`config.mk`:
```
export PLATFORM = sky130hd
export DESIGN_NAME = tx_elastic_store
export DESIGN_NICKNAME = d
export VERILOG_FILES = /design/src/rtl/tx_es_pkg.sv /design/src/rtl/tx_es_mode_geom.sv /design/src/rtl/tx_es_ptr_ctrl.sv /design/src/rtl/tx_es_store.sv /design/src/rtl/tx_es_slip_flag.sv /design/src/rtl/tx_elastic_store.sv
export SDC_FILE = /design/constraint.sdc
export NUM_CORES = 1
export LEC_CHECK = 0
export BUFFER_PORTS_ARGS = -buffer_cell sky130_fd_sc_hd__buf_4
export CORE_UTILIZATION = 45
export DETAILED_ROUTE_END_ITERATION = 6
export SYNTH_ARGS = -nofsm -noshare
export SYNTH_HDL_FRONTEND = slang
export SYNTH_HIERARCHICAL = 1
export SYNTH_SLANG_ARGS = --single-unit
```
`constraint.sdc`:
```
create_clock -name clk -period 7.1 [get_ports clk]
set_input_delay 2.13 -clock clk [delete_from_list [all_inputs] [get_ports clk]]
set_output_delay 2.13 -clock clk [all_outputs]
set_load 0.02 [all_outputs]
```
`src/rtl/tx_es_pkg.sv`:
```
// Package: shared mode encoding for the transmit elastic bit store.
// Assumes the encoding is fixed by the size-select input field.
package tx_es_pkg;

    typedef enum logic [1:0] {
        ES_BYPASS = 2'b00,
        ES_ONE    = 2'b01,
        ES_TWO    = 2'b10,
        ES_SHORT  = 2'b11
    } es_mode_e;

endpackage

```
`src/rtl/tx_es_mode_geom.sv`:
```
// Module: tx_es_mode_geom
// Turns the mode code into the active store length, the fill to restore
// after a slip, and a pass-through flag. Pure combinational logic.
// Assumes PTR_W can hold 2*FRAME_BITS.
module tx_es_mode_geom
    import tx_es_pkg::*;
#(
    parameter int FRAME_BITS = 193,
    parameter int SHORT_BITS = 96,
    parameter int PTR_W      = $clog2(2 * FRAME_BITS + 1)
) (
    input  es_mode_e         mode,
    output logic [PTR_W-1:0] len,
    output logic [PTR_W-1:0] centre,
    output logic             bypass
);

    localparam logic [PTR_W-1:0] LEN_ONE   = PTR_W'(FRAME_BITS);
    localparam logic [PTR_W-1:0] LEN_TWO   = PTR_W'(2 * FRAME_BITS);
    localparam logic [PTR_W-1:0] LEN_SHORT = PTR_W'(SHORT_BITS);
    localparam logic [PTR_W-1:0] CTR_ONE   = PTR_W'(FRAME_BITS / 2);
    localparam logic [PTR_W-1:0] CTR_TWO   = PTR_W'(FRAME_BITS);
    localparam logic [PTR_W-1:0] CTR_SHORT = PTR_W'(SHORT_BITS / 2);

    // Decode length and re-centring distance per mode.
    always_comb begin
        bypass = 1'b0;
        case (mode)
            ES_ONE:   begin len = LEN_ONE;   centre = CTR_ONE;   end
            ES_TWO:   begin len = LEN_TWO;   centre = CTR_TWO;   end
            ES_SHORT: begin len = LEN_SHORT; centre = CTR_SHORT; end
            default:  begin len = LEN_ONE;   centre = CTR_ONE;   bypass = 1'b1; end
        endcase
    end

endmodule

```
`src/rtl/tx_es_ptr_ctrl.sv`:
```
// Module: tx_es_ptr_ctrl
// Keeps the write pointer, the read pointer and the fill level, all
// wrapping modulo the active length. Detects overflow and underflow and
// re-centres the read pointer on a slip. A load takes priority over
// strobes. Assumes 0 < centre < len and sep < len.
module tx_es_ptr_ctrl #(
    parameter int PTR_W = 9
) (
    input  logic             clk,
    input  logic             rst_n,
    input  logic             load,
    input  logic [PTR_W-1:0] sep,
    input  logic [PTR_W-1:0] len,
    input  logic [PTR_W-1:0] centre,
    input  logic             bypass,
    input  logic             wr_en,
    input  logic             rd_en,
    output logic             wr_act,
    output logic             rd_act,
    output logic [PTR_W-1:0] wr_ptr,
    output logic [PTR_W-1:0] rd_ptr,
    output logic [PTR_W-1:0] level,
    output logic             slip_evt,
    output logic             slip_ovf
);

    logic             ovf, unf;
    logic [PTR_W-1:0] last_idx;
    logic [PTR_W-1:0] wr_inc, rd_inc, wr_nxt, rd_nxt, rd_rc;
    logic [PTR_W-1:0] level_nxt, gap;

    // Qualify strobes: ignored in pass-through and during a load.
    always_comb begin
        wr_act = wr_en & ~bypass & ~load;
        rd_act = rd_en & ~bypass & ~load;
    end

    // Slip detection from the fill seen before this cycle's strobes.
    always_comb begin
        ovf      = wr_act && (level == len);
        unf      = rd_act && (level == '0);
        slip_evt = ovf | unf;
        slip_ovf = ovf;
    end

    // Modulo-length pointer increments.
    always_comb begin
        last_idx = len - PTR_W'(1);
        wr_inc   = (wr_ptr == last_idx) ? '0 : wr_ptr + PTR_W'(1);
        rd_inc   = (rd_ptr == last_idx) ? '0 : rd_ptr + PTR_W'(1);
        wr_nxt   = wr_act ? wr_inc : wr_ptr;
        rd_nxt   = rd_act ? rd_inc : rd_ptr;
    end

    // Re-centred read pointer: write pointer minus centre, modulo len.
    always_comb begin
        gap   = len - centre;
        rd_rc = (wr_nxt >= centre) ? (wr_nxt - centre) : (wr_nxt + gap);
    end

    // Fill update for an ordinary cycle.
    always_comb begin
        case ({wr_act, rd_act})
            2'b10:   level_nxt = level + PTR_W'(1);
            2'b01:   level_nxt = level - PTR_W'(1);
            default: level_nxt = level;
        endcase
    end

    // Pointer and fill registers with reset, load and slip handling.
    always_ff @(posedge clk) begin
        if (!rst_n) begin
            rd_ptr <= '0;
            wr_ptr <= centre;
            level  <= centre;
        end else if (load) begin
            rd_ptr <= '0;
            wr_ptr <= sep;
            level  <= sep;
        end else if (slip_evt) begin
            wr_ptr <= wr_nxt;
            rd_ptr <= rd_rc;
            level  <= centre;
        end else begin
            wr_ptr <= wr_nxt;
            rd_ptr <= rd_nxt;
            level  <= level_nxt;
        end
    end

endmodule

```
`src/rtl/tx_es_store.sv`:
```
// Module: tx_es_store
// Bit array of DEPTH cells with one write port and one registered read
// port. Cleared by reset. Assumes the addresses stay below DEPTH.
module tx_es_store #(
    parameter int DEPTH = 386,
    parameter int PTR_W = 9
) (
    input  logic             clk,
    input  logic             rst_n,
    input  logic             wr_en,
    input  logic [PTR_W-1:0] wr_addr,
    input  logic             wr_bit,
    input  logic             rd_en,
    input  logic [PTR_W-1:0] rd_addr,
    output logic             rd_bit
);

    logic [DEPTH-1:0] cells;

    // One register per cell, written when the address matches.
    for (genvar g = 0; g < DEPTH; g++) begin : g_cell
        always_ff @(posedge clk) begin
            if (!rst_n)
                cells[g] <= 1'b0;
            else if (wr_en && (wr_addr == PTR_W'(g)))
                cells[g] <= wr_bit;
        end
    end

    // Registered read of the addressed cell on a read strobe.
    always_ff @(posedge clk) begin
        if (!rst_n)
            rd_bit <= 1'b0;
        else if (rd_en)
            rd_bit <= cells[rd_addr];
    end

endmodule

```
`src/rtl/tx_es_slip_flag.sv`:
```
// Module: tx_es_slip_flag
// Registers the slip indications: a one-cycle pulse, the direction of
// the latest slip, and a sticky flag where a set wins over a clear.
module tx_es_slip_flag (
    input  logic clk,
    input  logic rst_n,
    input  logic evt,
    input  logic ovf,
    input  logic clr,
    output logic pulse,
    output logic dir,
    output logic sticky
);

    // Pulse, direction and sticky flag update.
    always_ff @(posedge clk) begin
        if (!rst_n) begin
            pulse  <= 1'b0;
            dir    <= 1'b0;
            sticky <= 1'b0;
        end else begin
            pulse <= evt;
            if (evt)
                dir <= ovf;
            if (evt)
                sticky <= 1'b1;
            else if (clr)
                sticky <= 1'b0;
        end
    end

endmodule

```
`src/rtl/tx_elastic_store.sv`:
```
// Module: tx_elastic_store (top)
// Bit-serial transmit elastic store with four size modes, a programmable
// starting fill and controlled slips. Both sides share clk and are
// paced by their own bit strobes. Assumes FRAME_BITS > SHORT_BITS > 1.
module tx_elastic_store
    import tx_es_pkg::*;
#(
    parameter int FRAME_BITS = 193,
    parameter int SHORT_BITS = 96
) (
    input  logic       clk,
    input  logic       rst_n,
    input  logic [1:0] size_sel,
    input  logic [8:0] offset,
    input  logic       offset_wr,
    input  logic       sys_bit_en,
    input  logic       sys_bit,
    input  logic       line_bit_en,
    output logic       line_bit,
    input  logic       slip_clr,
    output logic       slip_pulse,
    output logic       slip_dir,
    output logic       slip_sticky
);

    localparam int DEPTH = 2 * FRAME_BITS;
    localparam int PTR_W = $clog2(DEPTH + 1);

    es_mode_e         mode_w;
    logic [1:0]       size_q;
    logic             load_w, bypass_w, wr_act_w, rd_act_w;
    logic [PTR_W-1:0] len_w, centre_w, sep_w, off_w, level_w;
    logic [PTR_W-1:0] wr_ptr_w, rd_ptr_w;
    logic             rd_bit_w, slip_evt_w, slip_ovf_w;

    assign mode_w = es_mode_e'(size_sel);

    // Remember the mode in force so that a change can trigger a load.
    always_ff @(posedge clk) begin
        if (!rst_n)
            size_q <= size_sel;
        else
            size_q <= size_sel;
    end

    // A load comes from an offset write or a mode change.
    always_comb begin
        load_w = offset_wr | (size_sel != size_q);
    end

    // Choose the starting fill: a clamped offset or the mode centre.
    always_comb begin
        off_w = PTR_W'(offset);
        if (offset_wr)
            sep_w = (off_w >= len_w) ? (len_w - PTR_W'(1)) : off_w;
        else
            sep_w = centre_w;
    end

    tx_es_mode_geom #(
        .FRAME_BITS (FRAME_BITS),
        .SHORT_BITS (SHORT_BITS),
        .PTR_W      (PTR_W)
    ) u_geom (
        .mode   (mode_w),
        .len    (len_w),
        .centre (centre_w),
        .bypass (bypass_w)
    );

    tx_es_ptr_ctrl #(
        .PTR_W (PTR_W)
    ) u_ptr (
        .clk      (clk),
        .rst_n    (rst_n),
        .load     (load_w),
        .sep      (sep_w),
        .len      (len_w),
        .centre   (centre_w),
        .bypass   (bypass_w),
        .wr_en    (sys_bit_en),
        .rd_en    (line_bit_en),
        .wr_act   (wr_act_w),
        .rd_act   (rd_act_w),
        .wr_ptr   (wr_ptr_w),
        .rd_ptr   (rd_ptr_w),
        .level    (level_w),
        .slip_evt (slip_evt_w),
        .slip_ovf (slip_ovf_w)
    );

    tx_es_store #(
        .DEPTH (DEPTH),
        .PTR_W (PTR_W)
    ) u_store (
        .clk     (clk),
        .rst_n   (rst_n),
        .wr_en   (wr_act_w),
        .wr_addr (wr_ptr_w),
        .wr_bit  (sys_bit),
        .rd_en   (rd_act_w),
        .rd_addr (rd_ptr_w),
        .rd_bit  (rd_bit_w)
    );

    tx_es_slip_flag u_flag (
        .clk    (clk),
        .rst_n  (rst_n),
        .evt    (slip_evt_w),
        .ovf    (slip_ovf_w),
        .clr    (slip_clr),
        .pulse  (slip_pulse),
        .dir    (slip_dir),
        .sticky (slip_sticky)
    );

    // Line output: direct pass-through or the registered store output.
    always_comb begin
        line_bit = bypass_w ? sys_bit : rd_bit_w;
    end

endmodule

```
Word-level counts from Yosys, hierarchy flattened
Index checks and enable logic that the tools add are counted.
{"block": "totals", "output_inout_bits": 4, "regBits": 419, "wordCells": 1223}
{"block": "classes", "order_cmp": 3, "reduce_logical": 394, "n_eq_ne": 395, "n_bitwise": 8, "muxes": 21, "n_addsub": 8}
{"cell": "== test 9 bit (second input constant)", "n": 130}
{"cell": "== test 9 x 8 -> 1 bit (second input constant)", "n": 128}
{"cell": "== test 9 x 7 -> 1 bit (second input constant)", "n": 64}
{"cell": "logical AND 1 bit", "n": 388}
{"cell": "== test 9 x 6 -> 1 bit (second input constant)", "n": 32}
{"cell": "== test 9 x 5 -> 1 bit (second input constant)", "n": 16}
{"cell": "2-to-1 mux 9 bit", "n": 13}
{"cell": "== test 9 x 4 -> 1 bit (second input constant)", "n": 8}
{"cell": "== test 9 x 3 -> 1 bit (second input constant)", "n": 4}
{"cell": "case mux 9 bit (2 select lines)", "n": 2}
{"cell": "adder 9 x 1 -> 9 bit (second input constant)", "n": 3}
{"cell": "== test 9 bit", "n": 3}
{"cell": "== test 9 x 2 -> 1 bit (second input constant)", "n": 2}
{"cell": "logical NOT 9 bit", "n": 2}
{"cell": "subtractor 9 x 1 -> 9 bit (second input constant)", "n": 2}
{"cell": "subtractor 9 x 8 -> 9 bit", "n": 2}
{"cell": "case mux 8 bit (2 select lines)", "n": 1}
{"cell": "< comparator 9 x 10 -> 1 bit (second input constant)", "n": 1}
{"cell": "adder 9 bit", "n": 1}
{"cell": "binary-select mux 1 bit (select 9 bit)", "n": 1}
{"cell": "== test 9 x 1 -> 1 bit (second input constant)", "n": 1}
{"cell": ">= comparator 9 x 8 -> 1 bit", "n": 1}
{"cell": ">= comparator 9 bit", "n": 1}
{"cell": "== test 2 bit (second input constant)", "n": 3}
{"cell": "10 further kinds", "n": 20}

Logic depth before layout (Yosys ltp)
Gate-level depths: netlist (run 1).
{"block": "depth", "depth_word": 9, "mapped_depth": 25, "mapped_depth_nobuf": 23}

Cells and area by module
Netlist (run 1), hierarchy kept.
{"module": "tx_es_store", "instances": 1, "cells_each": 2151, "seq_area_each_um2": 7747.4, "area_per_inst_um2": 19219.7}
{"module": "tx_es_ptr_ctrl", "instances": 1, "cells_each": 465, "seq_area_each_um2": 630.6, "area_per_inst_um2": 3604.7}
{"module": "tx_elastic_store", "instances": 1, "cells_each": 111, "seq_area_each_um2": 40.0, "area_per_inst_um2": 803.3}
{"module": "tx_es_mode_geom", "instances": 1, "cells_each": 20, "seq_area_each_um2": 0.0, "area_per_inst_um2": 131.4}
{"module": "tx_es_slip_flag", "instances": 1, "cells_each": 8, "seq_area_each_um2": 60.1, "area_per_inst_um2": 97.6}

Worst setup path before layout (run 1)
Ideal clock, no wire load.
{"block": "synth_path", "path_type": "input -> register", "start": "input size_sel[1]", "end": "register u_ptr.rd_ptr[8]", "t_required_ns": 7.026, "setup_ns": 0.074, "stages": 22, "path_slack_ns": 0.711, "arrival_ns": 6.315, "cell_sequence": "nor2b_1 -> buf_4 -> inv_1 -> ha_1 -> buf_2 -> xnor3_1 -> nand3_1 -> nor4_1 -> nand4b_1 -> nor2_2 -> nor2_1 -> a211o_1 -> fa_1 -> ha_1 -> nor2b_1 -> o21ai_0 -> a21oi_1 -> o41ai_1 -> xor2_1 -> a21oi_1 -> nand3b_1 -> a31oi_1"}
{"block": "synth_via", "elab_chain_cells": 9, "word_cells_on_any_way": 32}
{"item": "from (decl)", "line_no": "tx_elastic_store.sv:13", "rtl": "input logic [1:0] size_sel,"}
{"item": "== test 2 bit", "line_no": "tx_es_mode_geom.sv:28", "rtl": "case (mode)"}
{"item": "case mux 9 bit (2 select lines) *", "line_no": "tx_es_mode_geom.sv:28"}
{"item": "named net len_w[1]", "line_no": "tx_elastic_store.sv:32", "rtl": "logic [PTR_W-1:0] len_w, centre_w, sep_w, off_w, level_w;"}
{"item": "subtractor 9 x 1 -> 9 bit", "line_no": "tx_es_ptr_ctrl.sv:48", "rtl": "last_idx = len - PTR_W'(1);"}
{"item": "== test 9 bit", "line_no": "tx_es_ptr_ctrl.sv:49", "rtl": "wr_inc = (wr_ptr == last_idx) ? '0 : wr_ptr + PTR_W'(1);"}
{"item": "2-to-1 mux 9 bit", "line_no": "tx_es_ptr_ctrl.sv:49"}
{"item": "2-to-1 mux 9 bit", "line_no": "tx_es_ptr_ctrl.sv:51", "rtl": "wr_nxt = wr_act ? wr_inc : wr_ptr;"}
{"item": "adder 9 bit, or another cell as far along", "line_no": "tx_es_ptr_ctrl.sv:58", "rtl": "rd_rc = (wr_nxt >= centre) ? (wr_nxt - centre) : (wr_nxt + gap);"}
{"item": "2-to-1 mux 9 bit", "line_no": "tx_es_ptr_ctrl.sv:58"}
{"item": "2-to-1 mux 9 bit", "line_no": "tx_es_ptr_ctrl.sv:80", "rtl": "end else if (slip_evt) begin"}
{"item": "to (signal assigned)", "line_no": "tx_es_ptr_ctrl.sv:82", "rtl": "rd_ptr <= rd_rc;"}
{"item": "to (signal assigned)", "line_no": "tx_es_ptr_ctrl.sv:86", "rtl": "rd_ptr <= rd_nxt;"}
{"item": "to (decl)", "line_no": "tx_es_ptr_ctrl.sv:21", "rtl": "output logic [PTR_W-1:0] rd_ptr,"}
The timed path passes the listed nets; every way through them passes the cells marked *. The select of a mux whose other input is x is not followed.
A chain may end at the register's enable or synchronous reset.

Worst setup path in the final report (run 1)
{"block": "layout_path", "start": "input size_sel[1]", "end": "register u_ptr.rd_ptr[1]"}
{"block": "layout_via", "word_cells_on_any_way": 32}
{"item": "== test 2 bit", "line_no": "tx_es_mode_geom.sv:28"}
{"item": "case mux 8 bit (2 select lines) *", "line_no": "tx_es_mode_geom.sv:28"}
{"item": "named net centre_w[0]", "line_no": "tx_elastic_store.sv:32"}
{"item": "subtractor 9 x 8 -> 9 bit", "line_no": "tx_es_ptr_ctrl.sv:57", "rtl": "gap = len - centre;"}
{"item": "adder 9 bit", "line_no": "tx_es_ptr_ctrl.sv:58"}
{"item": "2-to-1 mux 9 bit *", "line_no": "tx_es_ptr_ctrl.sv:58"}
{"item": "2-to-1 mux 9 bit *", "line_no": "tx_es_ptr_ctrl.sv:80"}
Marked as above.

==> results of run 1 <==
[flip-flops by register name (all words and copies together), names as in the netlist]
name            flops
u_store/cells     386
u_ptr/level         9
u_ptr/rd_ptr        9
u_ptr/wr_ptr        9
size_q              2
u_flag/dir          1
u_flag/pulse        1
u_flag/sticky       1
u_store/rd_bit      1
[layout by cell type, fill, tap and decap left out, drive strengths merged, types with 34 or more instances in the layout]
| master | netlist | routed |
|---|---|---|
| a21boi | 388 | 388 |
| a21oi | 41 | 41 |
| buf | 56 | 83 |
| clkbuf | 202 | 74 |
| dfxtp | 410 | 410 |
| ha | 37 | 37 |
| inv | 52 | 54 |
| mux2i | 34 | 34 |
| mux4 | 89 | 89 |
| nand2 | 97 | 97 |
| nand3 | 429 | 429 |
| nor2 | 107 | 107 |
| nor3 | 36 | 36 |
| o21ai | 430 | 430 |
| xnor2 | 40 | 40 |
[metrics by stage]
stage / power (W) / hold slack (ps) / area, um2 / setup slack (ps)
5_1_grt: 0.005972 / 489.1 / 25980 / 531.7
4_1_cts: 0.005792 / 473.0 / 25980 / 968.5
2_1_floorplan: 0.002965 / 447.8 / 23880 / 710.7
6_report: 0.005776 / 471.2 / 25980 / 875.6
3_3_place_gp: 0.003142 / 455.2 / 24300 / 436.6
3_5_place_dp: 0.003149 / 464.2 / 24300 / 342.8
[per-layer routing]
layer  global-route usage, %  wire length [um]
met1                   40.45             34850
met2                   49.25             39100
met3                   6.189              7283
met4                   12.56              2954
met5                       0                 0
[logic make-up after synthesis]
family | count (synthesis)
other | 1
AOI/OAI and AO/OA | 987
muxes | 135
and+or+nand+nor | 796
xor gates and xnor gates | 59
buffers and inverters | 311
adders and majority gates | 47
DFF | 419
[where the power goes]
group	internal, W	leakage, nW	switching (W)
Combinational	0.000245	4.09	0.000465
Sequential	0.00237	3.40	0.0000372
Clock	0.00161	0.822	0.00104
Total	0.00423	8.31	0.00154
[layout make-up]
type                       count  area share, %
sequential                   419          32.67
tap                          688          3.314
inverter                      53         0.7659
clock buffer                  74          5.703
clock inverter                10         0.7466
timing repair buffer          83          2.553
multi-input combinational   2031          54.25
[critical path, delay by kind of cell]
| kind | cells | cell delay (ps) |
|---|---|---|
| AND/OR/NAND/NOR | 7 | 1240 |
| AO/OA/AOI/OAI | 6 | 2140 |
| adder cells (fa/ha/maj) | 2 | 690 |
| buffers and inverters | 2 | 190 |
| XOR/XNOR | 2 | 310 |
[path summary, 6_finish.rpt]
| check | start | endpoint | slack (ps) | cells past startpoint |
|---|---|---|---|---|
| max | size_sel[1] | u_ptr/rd_ptr[1]$_SDFFE_PP0P_ | 880 | 19 |
| min | u_store/cells[334]$_SDFFE_PN0P_ | u_store/cells[334]$_SDFFE_PN0P_ | 470 | 2 |
| max reg2reg | u_ptr/wr_ptr[0]$_DFF_P_ | u_ptr/rd_ptr[1]$_SDFFE_PP0P_ | 2150 | 14 |
| min reg2reg | u_store/cells[334]$_SDFFE_PN0P_ | u_store/cells[334]$_SDFFE_PN0P_ | 470 | 2 |
==> flow_metrics.py, run 1 <==
metrics = {
    "outcome": {
        "outcome": "finished, final reports clean",
    },
    "yosys": {
        "yosysMostFrequentCell": "nand3_1",
        "syn-cell-area_mm2": 0.02386,
        "synthAdderAreaFrac_pct": 2.780,
        "ys.flop_type": "dfxtp_1",
        "muxShareOfSynthArea_pct": 10.39,
        "yosysTopAreaCell": "dfxtp_1",
        "synth_cells": 2755,
        "synth-simple-area-share_pct": 16.69,
        "synth-edff-count": 9,
        "synth.distinct_cells": 95,
        "synth_compound_area_share_pct": 26.49,
        "synth-seq-cells": 419,
        "synth_area_leaders": "dfxtp_1 34%, nand3_1 9.0%, o21ai_0 8.9%, mux4_2 8.4%, a21boi_1 7.0%",
        "synth_top_family_by_area": "compound AO/OA/AOI/OAI gates",
        "synthXorXnorAreaFrac_pct": 2.339,
        "seq_area_frac_synth_pct": 35.54,
        "synth_common_cells": "428 x nand3_1, 422 x o21ai_0, 410 x dfxtp_1, 224 x a21boi_1, 202 x clkbuf_1",
        "post_synth.cell_area_avg_um2": 8.659,
        "synth.top_cell.area_share_pct": 34.40,
        "synthArstFlopShare_pct": 0,
        "ys_warn_count": 6,
    },
    "sta": {
        "final_hold_viol_count": 0,
        "fin_crit_sh_pct": 87.67,
        "fmax_ghz": 0.1607,
        "skew_ps": 16.08,
        "slew_headroom_pct": 8.557,
        "final.min_clock_period_ps": 6224,
        "drv_slew": 0,
        "finalSetupViolations": 0,
        "rsz0062_at_grt": "no",
        "setup_tns_ps": 0,
        "tightest_slew_ps": 1368,
    },
    "floorplanning": {
        "rows": 84,
        "initial_core_util_pct": 45.49,
        "fp.dieArea_mm2": 0.05394,
        "io_pins": 22,
        "die_w_um": 232.3,
        "core_mm2": 0.05245,
        "die_y_um": 232.3,
    },
    "flow_run": {
        "drv_cap": 0,
    },
    "final_layout": {
        "stdcell_count": 3358,
        "fill_cells": 4945,
        "syn2layout_area_growth_pct": 8.885,
        "drive_gt1_share_pct": 11.24,
        "multiInputGateArea_mm2": 0.01409,
        "num_antenna_cells": 0,
        "seq_area_mm2": 0.008487,
        "fin_nets": 2701,
        "post-route-util_pct": 49.53,
    },
    "power_and_ir_drop": {
        "leakage_nw": 8.314,
        "ir_worst_vdd_mv": 0.1557,
        "cellPowerDensity_mw_per_mm2": 222.3,
    },
    "drt": {
        "drc": 0,
        "drt-initial-drc-count": 2642,
        "first_pass_iters": 5,
        "wl_per_cell_um": 25.07,
        "ant_nets": 0,
        "vias_per_cell": 6.537,
        "route.vias.total": 21951,
        "routed_wl_um": 84190,
    },
    "place": {
        "dpl.cell_count": 3274,
        "place.gp.congestion": 0.9071,
        "hpwl_um": 50040,
        "port_buffers": 21,
    },
    "setup_path": {
        "startpoint_type": "input port",
        "critPathMaxFanout": 15,
        "cp_cell_sequence": "buf_4, nor2b_2, inv_1, ha_1, nor3b_1, xor2_1, xnor2_1, nand4b_1, nor2_2, o21ai_0, ha_1, nor2b_1, o31a_1, o41ai_1, o21ai_1, nand2_1, o21ai_0, a221oi_2, nor2_1",
        "max_stage_delay_ps": 590,
        "required_ps": 7580,
        "cp-end-kind": "register",
        "worst_path_max_delay_cell": "o21ai_0",
        "critPathKind": "input port to register",
        "crit_arrival_ps": 6700,
    },
    "clock_tree": {
        "cts_tree": "yes",
        "cts-buffers-inserted": 48,
        "insertion_delay_ps": 600,
        "root_buffer": "clkbuf_16",
        "cts.repair.resized": 0,
        "post_cts_buffers": 0,
        "clk_path_buf_depth": 3,
        "hold_buffers": 0,
        "cts.clk_slew.worst_paths_ps": 60,
        "h-tree-depth": 2,
        "numClockSinks": 419,
    },
    "grt": {
        "grt_max_degree": 290,
        "grt_overflow": 0,
        "first_global_vias": 20986,
        "grt_use_total_pct": 30.81,
        "antenna_found_initial": 1,
        "grt_first_pass_wirelength_um": 128300,
    },
    "worst_hold_path": {
        "hold_class": "register to register",
    },
}
(Power assumes the default switching activity.)
==> run 2, diff against run 1 <==
==> constraint.sdc (replaced) <==
create_clock -name clk -period 7.5 [get_ports clk]
set_input_delay 2.25 -clock clk [delete_from_list [all_inputs] [get_ports clk]]
set_output_delay 2.25 -clock clk [all_outputs]
set_load 0.02 [all_outputs]
==> run 2 against run 1 <==
Net effect: setup slack gained 170 ps; via count up 0.98%; sequential power down 5%; total power is 6.4% lower; core utilization fell by 0.15 points; sequential share of layout area grew 0.096 points; wire length is 0.69% higher; register-to-register slack better by 230 ps; combinational power decreased by 5.8%; worst hold slack barely moved; first-iteration DRC count grew 0.61%; critical endpoint is now u_ptr/rd_ptr[5]$_SDFFE_PP0P_; largest power group unchanged.
==> flow_metrics.py, run 2 (synthesized netlist as in run 1, its figures left out) <==
metrics = {
    "power_and_ir_drop": {
        "leakage_nw": 8.289,
        "ir_worst_vdd_mv": 0.1414,
        "power_w": 0.005404,
        "clock_power_share_pct": 45.3,
        "comb_power_share_pct": 12.4,
        "cellPowerDensity_mw_per_mm2": 208.6,
        "power.switching_w": 0.001470,
        "switching_share_pct": 27.21,
        "p_seq_share_pct": 42.3,
        "intPower_w": 0.003933,
    },
    "drt": {
        "first_pass_iters": 6,
        "ant_nets": 0,
        "drc": 0,
        "drt-initial-drc-count": 2658,
        "route.vias.total": 22166,
        "wl_per_cell_um": 25.23,
        "vias_per_cell": 6.597,
        "routed_wl_um": 84760,
    },
    "floorplanning": {
        "initial_core_util_pct": 45.49,
        "fp.dieArea_mm2": 0.05394,
        "rows": 84,
        "core_mm2": 0.05245,
        "io_pins": 22,
        "die_w_um": 232.3,
        "die_y_um": 232.3,
    },
    "worst_hold_path": {
        "hold_class": "register to register",
    },
    "grt": {
        "grt_first_pass_wirelength_um": 128900,
        "first_global_vias": 21221,
        "grt_max_degree": 154,
        "grt_use_total_pct": 30.98,
        "antenna_found_initial": 2,
        "grt_overflow": 0,
    },
    "sta": {
        "drv_slew": 0,
        "setup_ws_ps": 1045,
        "fmax_ghz": 0.1549,
        "tightest_slew_ps": 1296,
        "setup_tns_ps": 0,
        "final.min_clock_period_ps": 6455,
        "rsz0062_at_grt": "no",
        "skew_ps": 43.77,
        "fin_crit_sh_pct": 86.06,
        "final_hold_viol_count": 0,
        "finalSetupViolations": 0,
        "slew_headroom_pct": 13.40,
    },
    "setup_path": {
        "worst_path_max_delay_cell": "o21ai_0",
        "cp_cell_sequence": "buf_4, xor2_1, or3_1, nor2_1, nand2_1, buf_4, inv_1, nand2_1, o21ai_0, ha_1, nor2b_1, o31a_1, o41ai_1, o21ai_1, mux2i_1, a221oi_1, nor2_1",
        "critPathTopFamily": "compound AO/OA/AOI/OAI gates",
        "cp-end-kind": "register",
        "r2r_cells": 17,
        "crit_cells": 17,
        "critPathCapture": "u_ptr/rd_ptr[5]$_SDFFE_PP0P_",
        "startpoint_type": "input port",
        "required_ps": 8000,
        "r2r_slack_ps": 2380,
        "reg2reg_from": "u_ptr/wr_ptr[0]$_DFF_P_",
        "critPathKind": "input port to register",
        "crit_arrival_ps": 6950,
        "r2r_end": "u_ptr/rd_ptr[8]$_SDFFE_PP0P_",
        "critPathLaunch": "size_sel[1]",
        "critPathMaxFanout": 15,
        "cp_num_buf_inv": 3,
        "max_stage_delay_ps": 600,
    },
    "final_layout": {
        "final_cell_mix": "428 x nand3_1, 422 x o21ai_0, 407 x dfxtp_1, 224 x a21boi_1, 164 x a21boi_0",
        "largest_register_ffs": 386,
        "syn2layout_area_growth_pct": 8.564,
        "drive_gt1_share_pct": 11.30,
        "fin_nets": 2700,
        "post-route-util_pct": 49.38,
        "fill_cells": 4891,
        "final_common_cell": "nand3_1",
        "design_area_mm2": 0.02590,
        "multiInputGateArea_mm2": 0.01410,
        "regMostFlops": "u_store/cells",
        "num_antenna_cells": 0,
        "seq_area_mm2": 0.008487,
    },
    "place": {
        "place.gp.congestion": 0.8867,
        "port_buffers": 21,
        "place_ws_ps": 504.8,
        "dpl_cell_area_mm2": 0.02427,
        "hpwl_um": 50310,
    },
    "outcome": {
        "outcome": "finished, final reports clean",
    },
    "clock_tree": {
        "h-tree-depth": 2,
        "clk_path_buf_depth": 3,
        "cts.repair.resized": 0,
        "insertion_delay_ps": 610,
        "hold_buffers": 0,
        "cts.clk_slew.worst_paths_ps": 60,
        "cts-buffers-inserted": 49,
        "post_cts_buffers": 0,
        "cts_tree": "yes",
        "root_buffer": "clkbuf_16",
        "numClockSinks": 419,
    },
    "flow_run": {
        "drv_cap": 0,
    },
}
## run 2: cell types whose count changed in the layout (fill, tap and decap cells not counted), sizes merged
cell	delta
buf	-2
bufinv	-2
clkbuf	-1
clkinv	+8
clkinvlp	-1
## run 2: how the worst min path moves through the flow
stage / startpoint / cells past startpoint / slack (ps) / end
2_1_floorplan: u_store/cells[166]$_SDFFE_PN0P_ / 2 / 450 / u_store/cells[166]$_SDFFE_PN0P_
3_3_place_gp: u_store/cells[169]$_SDFFE_PN0P_ / 2 / 460 / u_store/cells[169]$_SDFFE_PN0P_
3_5_place_dp: u_store/cells[75]$_SDFFE_PN0P_ / 2 / 460 / u_store/cells[75]$_SDFFE_PN0P_
4_1_cts: u_store/cells[75]$_SDFFE_PN0P_ / 2 / 470 / u_store/cells[75]$_SDFFE_PN0P_
5_1_grt: u_store/cells[188]$_SDFFE_PN0P_ / 2 / 490 / u_store/cells[188]$_SDFFE_PN0P_
6_report: u_store/cells[318]$_SDFFE_PN0P_ / 2 / 470 / u_store/cells[318]$_SDFFE_PN0P_
## run 2: power groups by stage
stage | Clock (W) | Sequential, W | Combinational, W
6_report | 0.00245 | 0.00229 | 0.000669
5_1_grt | 0.00255 | 0.00229 | 0.000724
4_1_cts | 0.00247 | 0.00229 | 0.000653
3_5_place_dp | 0 | 0.00233 | 0.000650
3_3_place_gp | 0 | 0.00233 | 0.000642
2_1_floorplan | 0 | 0.00232 | 0.000490
## run 2: per-stage QoR
step,instances,hold WS (ps)
6_report,3360,471.2
3_5_place_dp,3272,463.6
3_3_place_gp,3272,456.0
5_1_grt,3360,488.4
4_1_cts,3360,471.3
2_1_floorplan,2761,447.8
## run 2: area by class of cell
type	instances	area share [%]
clock inverters	15	0.6377
well taps	688	3.324
flip-flops and latches	419	32.77
repair buffers	81	2.406
inverters	53	0.7681
multi-input cells	2031	54.43
clock buffers	73	5.672
## run 2: worst reg2reg max path, stage by stage, from the launching register on
cell and delay [ps]:
dfxtp_1 1020, xor2_1 210, nand3_1 90, nor4_1 390
nand4b_1 280, nor2_2 350, nor3b_1 110, a211o_1 300
fa_1 510, ha_1 280, nor2b_1 150, o21ai_0 270
a21oi_1 170, o41ai_1 360, xor2_1 230, a21oi_1 50
nand3b_1 160, a31oi_1 130
## run 2: per-layer routing
| metal | vias up | track usage, % | routed length [um] |
|---|---|---|---|
| met3 | 224 | 5.440 | 7138 |
| met4 | 0 | 14.27 | 3637 |
| met2 | 1092 | 49.71 | 39230 |
| li1 | 9875 | - | - |
| met5 | - | 0 | 0 |
| met1 | 10975 | 40.40 | 34760 |
